$ cat src/rtl/smvl_pkg.sv
// Shared types for the strip-mining controller.
// Assumes: nothing beyond IEEE 1800-2017.
package smvl_pkg;

    // Sequencer states: waiting, presenting strips, end-of-loop pulse
    typedef enum logic [1:0] {
        ST_IDLE  = 2'd0,
        ST_ISSUE = 2'd1,
        ST_FIN   = 2'd2
    } smvl_state_t;

endpackage

$ cat src/rtl/smvl_first_len.sv
// Computes the length of the opening strip for a loop count:
// the remainder modulo MVL, or a full MVL when the remainder is 0.
// Also flags an empty loop.
// Assumes: MVL is a power of two and at least 2, so the remainder
// is simply the low address bits of the count.
module smvl_first_len #(
    parameter int N_W  = 16,
    parameter int MVL  = 64,
    localparam int LOG  = $clog2(MVL),
    localparam int VL_W = $clog2(MVL + 1)
) (
    input  logic [N_W-1:0]  n_in,
    output logic [VL_W-1:0] first_vl,
    output logic            n_zero
);

    logic [LOG-1:0] rem;

    // Pick the remainder, or a full strip when nothing is left over
    always_comb begin
        rem      = n_in[LOG-1:0];
        n_zero   = (n_in == '0);
        if (rem == '0)
            first_vl = VL_W'(MVL);
        else
            first_vl = {{(VL_W-LOG){1'b0}}, rem};
    end

endmodule

$ cat src/rtl/smvl_cursor.sv
// Holds the captured loop count and the current strip (low index and
// length). Advances the strip on request and reports when the current
// strip reaches the end of the loop.
// Assumes: load and advance are never asserted together.
module smvl_cursor #(
    parameter int N_W  = 16,
    parameter int MVL  = 64,
    localparam int VL_W = $clog2(MVL + 1)
) (
    input  logic            clk,
    input  logic            rst_n,
    input  logic            load,
    input  logic            advance,
    input  logic [N_W-1:0]  n_in,
    input  logic [VL_W-1:0] first_vl,
    output logic [N_W-1:0]  low,
    output logic [VL_W-1:0] vl,
    output logic            last
);

    logic [N_W-1:0] n_q;
    logic [N_W:0]   strip_end;

    // Capture the count on load, step the strip on advance
    always_ff @(posedge clk) begin
        if (!rst_n) begin
            n_q <= '0;
            low <= '0;
            vl  <= '0;
        end else if (load) begin
            n_q <= n_in;
            low <= '0;
            vl  <= first_vl;
        end else if (advance) begin
            low <= low + N_W'(vl);
            vl  <= VL_W'(MVL);
        end
    end

    // The current strip is final when it ends exactly at the loop count
    always_comb begin
        strip_end = {1'b0, low} + (N_W+1)'(vl);
        last      = (strip_end == {1'b0, n_q});
    end

endmodule

$ cat src/rtl/smvl_fsm.sv
// Sequencer: accepts start only when no strip is presented, presents
// strips until the final one is accepted, then pulses done once.
// Assumes: the cursor reports last for the strip currently shown.
module smvl_fsm
    import smvl_pkg::*;
(
    input  logic clk,
    input  logic rst_n,
    input  logic start,
    input  logic n_zero,
    input  logic strip_ready,
    input  logic last,
    output logic load,
    output logic advance,
    output logic strip_valid,
    output logic done
);

    smvl_state_t state_q, state_d;
    logic        accept;

    // Decode handshake events and the next state
    always_comb begin
        accept  = (state_q == ST_ISSUE) && strip_ready;
        load    = start && (state_q != ST_ISSUE);
        advance = accept && !last;
        state_d = state_q;
        case (state_q)
            ST_IDLE, ST_FIN: begin
                if (load)
                    state_d = n_zero ? ST_FIN : ST_ISSUE;
                else
                    state_d = ST_IDLE;
            end
            ST_ISSUE: begin
                if (accept && last)
                    state_d = ST_FIN;
            end
            default: state_d = ST_IDLE;
        endcase
    end

    // State register
    always_ff @(posedge clk) begin
        if (!rst_n)
            state_q <= ST_IDLE;
        else
            state_q <= state_d;
    end

    // Outputs come straight from the state register
    always_comb begin
        strip_valid = (state_q == ST_ISSUE);
        done        = (state_q == ST_FIN);
    end

endmodule

$ cat src/rtl/smvl_strip_ctrl.sv
// Top level of the strip-mining controller. Splits a loop of n_total
// elements into a remainder strip followed by full MVL strips and
// presents each strip under a valid/ready handshake.
// Assumes: MVL is a power of two, at least 2; N_W is wide enough for n.
module smvl_strip_ctrl #(
    parameter int N_W  = 16,
    parameter int MVL  = 64,
    localparam int VL_W = $clog2(MVL + 1)
) (
    input  logic            clk,
    input  logic            rst_n,
    input  logic            start,
    input  logic [N_W-1:0]  n_total,
    input  logic            strip_ready,
    output logic            strip_valid,
    output logic [N_W-1:0]  strip_low,
    output logic [VL_W-1:0] strip_vl,
    output logic            done
);

    logic [VL_W-1:0] first_vl;
    logic            n_zero;
    logic            load;
    logic            advance;
    logic            last;

    smvl_first_len #(.N_W(N_W), .MVL(MVL)) u_first (
        .n_in     (n_total),
        .first_vl (first_vl),
        .n_zero   (n_zero)
    );

    smvl_cursor #(.N_W(N_W), .MVL(MVL)) u_cursor (
        .clk      (clk),
        .rst_n    (rst_n),
        .load     (load),
        .advance  (advance),
        .n_in     (n_total),
        .first_vl (first_vl),
        .low      (strip_low),
        .vl       (strip_vl),
        .last     (last)
    );

    smvl_fsm u_fsm (
        .clk         (clk),
        .rst_n       (rst_n),
        .start       (start),
        .n_zero      (n_zero),
        .strip_ready (strip_ready),
        .last        (last),
        .load        (load),
        .advance     (advance),
        .strip_valid (strip_valid),
        .done        (done)
    );

endmodule

$ cat config.mk
export PLATFORM = sky130hd
export DESIGN_NAME = smvl_strip_ctrl
export DESIGN_NICKNAME = d
export VERILOG_FILES = /design/src/rtl/smvl_pkg.sv /design/src/rtl/smvl_first_len.sv /design/src/rtl/smvl_cursor.sv /design/src/rtl/smvl_fsm.sv /design/src/rtl/smvl_strip_ctrl.sv
export SDC_FILE = /design/constraint.sdc
export NUM_CORES = 1
export LEC_CHECK = 0
export BUFFER_PORTS_ARGS = -buffer_cell sky130_fd_sc_hd__buf_4
export CAP_MARGIN = 15
export CORE_MARGIN = 4
export CORE_UTILIZATION = 59
export CTS_CLUSTER_SIZE = 14
export DETAILED_ROUTE_END_ITERATION = 10
export PLACE_DENSITY = 0.84
export REMOVE_ABC_BUFFERS = 1
export SYNTH_ARGS = -nofsm -noshare
export SYNTH_HDL_FRONTEND = slang
export SYNTH_SLANG_ARGS = --single-unit
$ cat constraint.sdc
create_clock -name clk -period 5.1 [get_ports clk]
set_input_delay 0.51 -clock clk [delete_from_list [all_inputs] [get_ports clk]]
set_output_delay 0.51 -clock clk [all_outputs]
set_load 0.01 [all_outputs]
* After elaboration in Yosys (flattened, before gate mapping)
Index checks and enable logic that the tools add are counted.
Word-level totals: output and inout port bits 25, word-level logic and storage cells 30, register bits 41
Cells by class: add/sub/neg operators 2, equality and inequality tests 5, bitwise gates (word level) 1, reductions and logical operators 11, muxes and demuxes 7
Operator list (number):
- $mux W7 | 3
- $add A16 B7 Y17 | 1
- $eq A17 B16 Y1 | 1
- $add A16 B7 Y16 | 1
- $logic_not A16 Y1 | 1
- $logic_not A6 Y1 | 1
- $mux W2 | 3
- $logic_and A1 B1 Y1 | 4
- $ne A2 B1 Y1 const B | 2
- $pmux W2 S2 | 1
- $reduce_or A2 Y1 | 2
- $eq A2 B1 Y1 const B | 1
- $eq A2 B2 Y1 const B | 1
- $logic_not A2 Y1 | 1
- $reduce_bool A2 Y1 | 1
- $logic_not A1 Y1 | 1
- $not A1 Y1 | 1

* Depth between registers and ports, before layout
Gate-level depths: netlist (run 1).
depth in word-level cells 6, depth in mapped cells 12

* Cells and area by module
From an unflattened synthesis (run 1), not the netlist that was laid out.
Unflattened totals: cell total of the unflattened synthesis 279, area total of the unflattened synthesis 2469.9 um^2
By module, submodules not included:
- smvl_cursor | cells an instance 253, area each 2268.4 um^2, times used 1
- smvl_fsm | cells an instance 14, area each 121.4 um^2, times used 1
- smvl_first_len | cells an instance 12, area each 80.1 um^2, times used 1

* Worst setup path before layout (run 1)
OpenSTA, ideal clock, no wires.
path type reg2reg, from register u_cursor.low[0], to register u_cursor.low[0], stages on the path, launching flop included 13, buffers on the path 2, slack 2.342 ns, period minus slack after synthesis 2.758 ns, arrival 2.691 ns, required time 5.033 ns, cells stage by stage dfxtp_1 > ha_1 > fa_1 > a211oi_2 > o21bai_1 > xnor3_1 > nor3_1 > o2111ai_2 > o21ai_4 > buf_6 > buf_6 > nand2_1 > a21oi_2
On the way: longest elaborated chain between the ends 4, elaborated cells on any way between the ends 5, classes of those cells add/sub (2); eq/ne (1); reduce/logical (2)
Ends and longest elaborated chain:
- start, declared | line smvl_cursor.sv:16 | output logic [N_W-1:0] low,
- start signal, assigned | line smvl_cursor.sv:35 | low <= low + N_W'(vl);
- $add A16 B7 Y17 | line smvl_cursor.sv:42 | strip_end = {1'b0, low} + (N_W+1)'(vl);
- $eq A17 B16 Y1 | line smvl_cursor.sv:43 | last = (strip_end == {1'b0, n_q});
- $logic_not A1 Y1 | line smvl_fsm.sv:26 | advance = accept && !last;
- $logic_and A1 B1 Y1 | line smvl_fsm.sv:26
Several ways; a longest one is shown, not always the timed one. A chain may end at the register's enable or synchronous reset.

* Worst setup path in the final report (run 1)
from register u_cursor.low[0], to register u_cursor.low[8]
The elaborated chain is that of the path after synthesis.

==> metrics.csv, run 1 <==
stage,metric,value,unit
drt,DRT Pass-1 Iters,4,
cells_and_area,diode count,0,
clock_tree,CTS Root Cell,clkbuf_8,
drt,starting DRC count in detailed routing,121,
global_route,largest net degree at the start of global routing,36,
worst_hold_path,hold_sp,u_cursor.n_q[10],
cells_and_area,"most common cell after layout, fill and taps aside",nand2_1,
sta,Worst Skew,0.007046,ns
power_and_ir_drop,Pwr per Cell Area,256.8,nW/um^2
sta,Fmax,288.2,MHz
clock_tree,TritonCTS clock tree,built,
sta,# setup viols final,0,
global_route,antenna violations before repair,0,
power_and_ir_drop,net switching power figure,0.0001878,W
synth,Syn Inst Count,278,
sta,setup_tns,0,ns
synth,"FFs w/ async S/R, synth",0,%
power_and_ir_drop,clock network power share,36.8,%
setup_path,crit path from,u_cursor.low[0],
setup_path,crit path launch type,flip-flop,
sta,unrepaired setup endpoints after global routing,false,
setup_path,Critical Path Max Stage Delay,0.70,ns
global_route,number of global-route vias before repair,2063,
cells_and_area,most frequent cells in the layout,"nand2_1, buf_4, dfxtp_1",
clock_tree,clk buf depth,2,
global_route,first-pass GRT wire length,9.522,mm
synth,ys flop type,dfxtp_1,
cells_and_area,final cell count without fillers,368,
floorplanning,Die W,71.93,um
drt,routed vias,2247,
power_and_ir_drop,P_int,0.0005484,W
global_route,total gr overflow,0,
floorplanning,boundary pin count,45,
setup_path,Crit path buffers/inverters,0,
sta,worst slew pin tran,0.8181,ns
power_and_ir_drop,static leakage,1.207,nW
clock_tree,total CTS buffers,5,
setup_path,beginning of the worst register-to-register path,u_cursor.low[0],
place,Placer Congestion,0.8554,
clock_tree,clk sinks,41,
clock_tree,H-tree depth,2,
setup_path,crit path kind,reg2reg,
floorplanning,Core ar.,3799,um^2
synth,Synth area leader,dfxtp_1,
drt,antenna-violating nets left,0,
worst_hold_path,worst hold path type,reg2reg,
setup_path,"slowest stage cell, crit path",o21ai_4,
setup_path,maximum fanout along the worst path,35,
cells_and_area,Final nets,347,
setup_path,flop-to-flop setup slack,1.63,ns
run_status,status,"finished, final reports clean",
drt,WL per Instance,15.35,um
cells_and_area,layout cells sized above 1,20.00,%
cells_and_area,Post-Layout Inst Area,2867,um^2
setup_path,largest delay contributor family on the critical path,compound AO/OA/AOI/OAI gates,
synth,number of enable flip-flop cells after synthesis,0,
floorplanning,die height,71.93,um
power_and_ir_drop,Comb power frac,16.4,%
synth,Synth top area share,34.04,%
sta,min Tclk post-route,3.469,ns
setup_path,CP required,5.25,ns
flow_run,max-cap viol count,0,
place,hpwl dp,4.118,mm
setup_path,Setup crit end kind,flip-flop,
synth,synth warn,0,
power_and_ir_drop,VDD IR max,0.1711,mV
drt,total wire length,5.650,mm
place,placed inst area,2750,um^2
floorplanning,initial core utilization,63.47,%
synth,register area share after synthesis,34.04,%
drt,DRC viols,0,
sta,Max-slew headroom,45.26,%
global_route,total track usage,22.94,%
synth,post-synth cell types,60,
place,placed instance count,360,
clock_tree,PostCTS Resize Cnt,0,
sta,period utilisation layout,68.03,%
place,DP Worst Slack,1.687,ns
power_and_ir_drop,switching fraction of total power,25.51,%
clock_tree,"Reg clk slew, reported paths",0.08,ns
floorplanning,DIE AREA,5173,um^2
cells_and_area,fill count,299,
power_and_ir_drop,Power Total,0.0007362,W
clock_tree,post-CTS setup buffer count,0,
setup_path,crit-path cells,ha_1 -> fa_1 -> a211oi_2 -> o21bai_1 -> xnor3_1 -> nor3_1 -> o2111ai_2 -> o21ai_4 -> or3_1 -> a21oi_1,
clock_tree,insertion delay to the later sink of the worst-skew pair,0.29,ns
synth,main area contributors after synthesis,"dfxtp_1, nand2_1, a21boi_0, xor2_1, ha_1",
synth,Syn Area/Cell,8.673,um^2
clock_tree,Hold Buf Count CTS,0,
drt,Avg Vias per Cell,6.106,
sta,setup slack after layout,1.631,ns
synth,cell area after synthesis,2411,um^2
floorplanning,row cnt,22,
power_and_ir_drop,share of power burned in registers,46.8,%
sta,Final Hold Viols,0,
synth,"flops & latches, synth",41,
sta,fin. max-slew vios,0,
place,port bufs,44,
setup_path,critical path arrival,3.62,ns
cells_and_area,synthesis-to-finish area growth,18.89,%
[sequential cells by signal (all words and copies together), names as in the netlist]
| signal | count |
|---|---|
| u_cursor.low | 16 |
| u_fsm.state_q | 2 |
| u_cursor.vl | 7 |
| u_cursor.n_q | 16 |
[power by group through the flow]
| stage | combinational, W | sequential [W] | clock [W] |
|---|---|---|---|
| after floorplan | 0.0000756 | 0.000351 | 0 |
| after global placement | 0.000118 | 0.000351 | 0 |
| after detailed placement | 0.000120 | 0.000352 | 0 |
| after CTS | 0.000121 | 0.000344 | 0.000273 |
| after global routing | 0.000132 | 0.000346 | 0.000288 |
| final | 0.000121 | 0.000344 | 0.000271 |
[per-layer routing]
metal	share of wire, %	global-route usage (%)	routed length (um)	up-vias
met1	44	30.22	2492	1062
met2	48	38.27	2705	77
met3	6.5	4.848	367	11
li1	-	-	-	1097
met4	1.5	6.054	85	0
met5	0	0	0	-
[worst register-to-register path, delay by kind of cell, from the launching register on]
kind | cells | cell delay, ns
AOI/OAI and AO/OA | 5 | 1.58
xor gates and xnor gates | 1 | 0.25
adders and majority gates | 2 | 0.65
DFF | 1 | 0.34
and+or+nand+nor | 2 | 0.52
[synthesized netlist by cell type (all sizes together), types with 4 or more instances]
| master | count |
|---|---|
| or3 | 6 |
| o211ai | 4 |
| nand2 | 47 |
| buf | 6 |
| clkbuf | 6 |
| o31ai | 6 |
| o21ai | 12 |
| nor2 | 9 |
| xor2 | 12 |
| nor2b | 4 |
| nor3b | 4 |
| nand3 | 13 |
| a21oi | 16 |
| ha | 7 |
| xnor2 | 6 |
| dfxtp | 41 |
| a21boi | 25 |
[layout make-up]
cell class	instances	area, um^2	area share (%)
flip-flops and latches	41	820.8	28.63
clock buffers	7	86.33	3.012
multi-input cells	223	1516	52.90
clock inverters	1	30.03	1.048
repair buffers	46	345.3	12.05
well taps	48	60.06	2.095
inverters	2	7.507	0.2619
[path summary, 6_finish.rpt]
| check | depth (start not counted) | end |
|---|---|---|
| hold / removal | 2 | u_cursor.n_q[10] |
| setup reg to reg | 10 | u_cursor.low[8] |
| setup / recovery | 10 | u_cursor.low[8] |
| hold reg to reg | 2 | u_cursor.n_q[10] |
[per-stage QoR]
stage	utilization [%]	hold slack, ns
after floorplan	-	0.4439
after global placement	72.40	0.4587
after detailed placement	72.40	0.4699
after CTS	75.46	0.4790
after global routing	75.46	0.4858
final	75.46	0.4768
[logic make-up after synthesis]
kind of cell,share of synthesized area [%]
buffers and inverters,3.062
AND/OR/NAND/NOR,22.21
multiplexers,0.4152
flip-flops,34.04
AO/OA/AOI/OAI,26.47
XOR/XNOR,9.341
adder cells (fa/ha/maj),4.463
No activity file was read; power rests on OpenSTA's default activity.
==> run 2: changes to the inputs <==
- ABC_AREA: default -> 1
- CORE_UTILIZATION: 59 -> 51
- PLACE_DENSITY: 0.84 -> 0.76
- clock period: 5.1 -> 3 ns (I/O delays scaled with it)
==> metrics.csv, run 2 <==
stage,metric,value,unit,change
run_status,status,"finished, final reports clean",,
sta,# setup viols final,0,,unchanged
drt,DRC viols,0,,unchanged
setup_path,crit path from,u_cursor.low[0],,
sta,period utilisation layout,90.79,%,+23 points
synth,Synth top area share,30.51,%,-3.5 points
cells_and_area,final cell count without fillers,546,,+48%
global_route,total gr overflow,0,,unchanged
setup_path,crit-path cells,ha_1 -> fa_1 -> nand2_1 -> nand2_1 -> nand3_1 -> nand2_1 -> nand2_1 -> nand2_1 -> nand2_1 -> nand2_1 -> nand2_1 -> nand3_1 -> nor2_4 -> nand2_2 -> buf_4 -> a21oi_1 -> nor2_1,,
place,placed instance count,539,,+50%
setup_path,depth of the worst register-to-register path,17,,+7
floorplanning,Die W,80.63,um,+12%
setup_path,Most Frequent Cell on Critical Path,nand2_1,,
global_route,antenna violations before repair,0,,unchanged
clock_tree,Hold Buf Count CTS,0,,unchanged
place,hpwl dp,5.567,mm,+35%
global_route,number of global-route vias before repair,2491,,+21%
sta,Fmax,367.1,MHz,+27%
clock_tree,CTS Root Cell,clkbuf_8,,
sta,Worst Skew,0.005612,ns,-0.001434 ns
synth,"flops & latches, synth",41,,unchanged
floorplanning,DIE AREA,6500,um^2,+26%
worst_hold_path,Hold Path Depth,3,,+1
setup_path,critical path arrival,2.91,ns,-0.71 ns
floorplanning,die height,80.63,um,+12%
worst_hold_path,worst hold path type,in2reg,,
place,Placer Congestion,0.9013,,+5.4%
power_and_ir_drop,Pwr per Cell Area,418.2,nW/um^2,+63%
global_route,total track usage,22.70,%,-0.24 points
clock_tree,insertion delay to the later sink of the worst-skew pair,0.29,ns,about the same
drt,WL per Instance,13.19,um,-14%
setup_path,flop-to-flop setup slack,0.28,ns,-1.35 ns
drt,antenna-violating nets left,0,,unchanged
drt,DRT Pass-1 Iters,5,,+1
synth,"count leader, synth",nand2_1,,
setup_path,crit path kind,reg2reg,,
drt,routed vias,2885,,+28%
drt,total wire length,7.203,mm,+27%
setup_path,"slowest stage cell, crit path",fa_1,,
clock_tree,H-tree depth,2,,unchanged
clock_tree,TritonCTS clock tree,built,,
flow_run,max-cap viol count,0,,unchanged
cells_and_area,diode count,0,,unchanged
synth,main area contributors after synthesis,"dfxtp_1, nand2_1, nand3_1, inv_1, nor2_1",,
synth,number of enable flip-flop cells after synthesis,0,,unchanged
synth,"FFs w/ async S/R, synth",0,%,unchanged
sta,Final Hold Viols,0,,unchanged
cells_and_area,synthesis-to-finish area growth,17.63,%,
sta,Max-slew headroom,42.67,%,-2.6 points
cells_and_area,top flop regs,"u_cursor.low x16, u_cursor.n_q x16, u_cursor.vl x7",,
setup_path,beginning of the worst register-to-register path,u_cursor.low[0],,
floorplanning,Core ar.,5107,um^2,+34%
synth,synth warn,0,,unchanged
sta,min Tclk post-route,2.724,ns,-0.7457 ns
cells_and_area,Post-Layout Inst Area,3164,um^2,+10%
cells_and_area,Final Util,61.95,%,-14 points
floorplanning,boundary pin count,45,,unchanged
cells_and_area,fill count,540,,+81%
floorplanning,row cnt,26,,+18%
drt,Avg Vias per Cell,5.284,,-13%
power_and_ir_drop,VDD IR max,0.2601,mV,+52%
clock_tree,"Reg clk slew, reported paths",0.08,ns,about the same
synth,Synth area leader,dfxtp_1,,
synth,cell area after synthesis,2690,um^2,+12%
cells_and_area,Final nets,504,,+45%
cells_and_area,most frequent cells in the layout,"nand2_1, nand3_1, inv_1",,
worst_hold_path,hold_sp,n_total[6],,
synth,Syn Inst Count,434,,+56%
setup_path,RR Endpoint,u_cursor.low[13],,
sta,fin. max-slew vios,0,,unchanged
floorplanning,initial core utilization,52.67,%,-11 points
global_route,first-pass GRT wire length,11.59,mm,+22%
clock_tree,clk sinks,41,,unchanged
setup_path,largest delay contributor family on the critical path,simple AND/OR/NAND/NOR gates,,
worst_hold_path,Hold Path Sink,u_cursor.n_q[6],,
synth,ys flop type,dfxtp_1,,
setup_path,crit path launch type,flip-flop,,
clock_tree,clk buf depth,2,,unchanged
place,placed inst area,3063,um^2,+11%
setup_path,CP required,3.19,ns,-2.06 ns
clock_tree,total CTS buffers,5,,unchanged
setup_path,Setup crit end kind,flip-flop,,
synth,Syn Area/Cell,6.198,um^2,-29%
cells_and_area,"most common cell after layout, fill and taps aside",nand2_1,,
synth,post-synth cell types,26,,-57%
drt,starting DRC count in detailed routing,209,,+73%
place,port bufs,44,,unchanged
global_route,largest net degree at the start of global routing,26,,-28%
synth,most frequent cells after synthesis,"nand2_1, nand3_1, inv_1",,
setup_path,Crit path buffers/inverters,1,,+1
setup_path,maximum fanout along the worst path,18,,-49%
synth,register area share after synthesis,30.51,%,-3.5 points
cells_and_area,layout cells sized above 1,15.76,%,-4.2 points
setup_path,Critical Path Max Stage Delay,0.42,ns,-0.28 ns
power_and_ir_drop,static leakage,1.541,nW,+28%
sta,worst slew pin tran,0.8568,ns,+0.03870 ns
run 2: cell count changes after synthesis, moves of 10 or more:
cell,delta
nand2_1,+72
nand3_1,+63
inv_1,+49
nor2_1,+39
a21boi_0,-18
xor2_1,-12
a21oi_1,+10
o21ai_0,+10
run 2: cell families (layout without fill, tap and decap cells):
| group | count (synthesis) | after routing | share of synthesized area (%) |
|---|---|---|---|
| XOR/XNOR | 4 | 4 | 1.861 |
| AO/OA/AOI/OAI | 42 | 42 | 8.093 |
| flip-flops | 41 | 41 | 30.51 |
| buffers and inverters | 64 | 106 | 10.00 |
| AND/OR/NAND/NOR | 275 | 275 | 45.54 |
| adder cells (fa/ha/maj) | 8 | 8 | 4.000 |
run 2: cell type report:
| class | instances | area (um^2) | share of cell area [%] |
|---|---|---|---|
| Clock buffer | 6 | 82.58 | 2.610 |
| Clock inverter | 1 | 7.507 | 0.2372 |
| Inverter | 51 | 191.4 | 6.050 |
| Multi-Input combinational cell | 329 | 1614 | 51.01 |
| Sequential cell | 41 | 820.8 | 25.94 |
| Tap cell | 70 | 87.58 | 2.768 |
| Timing Repair Buffer | 48 | 360.3 | 11.39 |
run 2: timing repair:
item | CTS | global route
gates resized for setup | 0 | 3
setup endpoints to repair | 0 | 9
buffers inserted | 0 | 0
run 2: power by group:
part           leakage (nW)  switching (W)  internal, W  total (W)
clock                0.0433       0.000198     0.000182   0.000380
sequential            0.336      0.0000363     0.000583   0.000619
combinational          1.16       0.000189     0.000135   0.000324
run 2: worst max path at each step:
stage                                   to  cells past startpoint
after floorplan            u_cursor.low[3]                     19
after global placement     u_cursor.low[4]                     18
after detailed placement   u_cursor.low[4]                     18
after CTS                  u_cursor.low[4]                     18
after global routing      u_cursor.low[12]                     19
final                     u_cursor.low[13]                     17
run 2: metal layers:
metal  GRT usage [%]  wire length [um]
met1           31.94              3497
met2           35.51              3136
met3           4.260               472
met4           5.743                96
met5               0                 0
run 2: worst register-to-register path: stages (launching register included):
cell and delay (ns):
dfxtp_1 0.33, ha_1 0.24, fa_1 0.42, nand2_1 0.13, nand2_1 0.12, nand3_1 0.09
nand2_1 0.13, nand2_1 0.11, nand2_1 0.06, nand2_1 0.08, nand2_1 0.07, nand2_1 0.06
nand3_1 0.10, nor2_4 0.17, nand2_2 0.10, buf_4 0.21, a21oi_1 0.15, nor2_1 0.06
run 2: per-stage QoR:
step / total power, W / TNS (ns) / hold slack (ns) / setup slack (ns)
2_1_floorplan: 0.0008280 / 0 / 0.4315 / 0.3040
3_3_place_gp: 0.0009383 / 0 / 0.4572 / 0.3435
3_5_place_dp: 0.0009467 / 0 / 0.4709 / 0.2301
4_1_cts: 0.001326 / 0 / 0.2341 / 0.2049
5_1_grt: 0.001394 / -0.03651 / 0.2427 / -0.01251
6_report: 0.001323 / 0 / 0.2429 / 0.2763
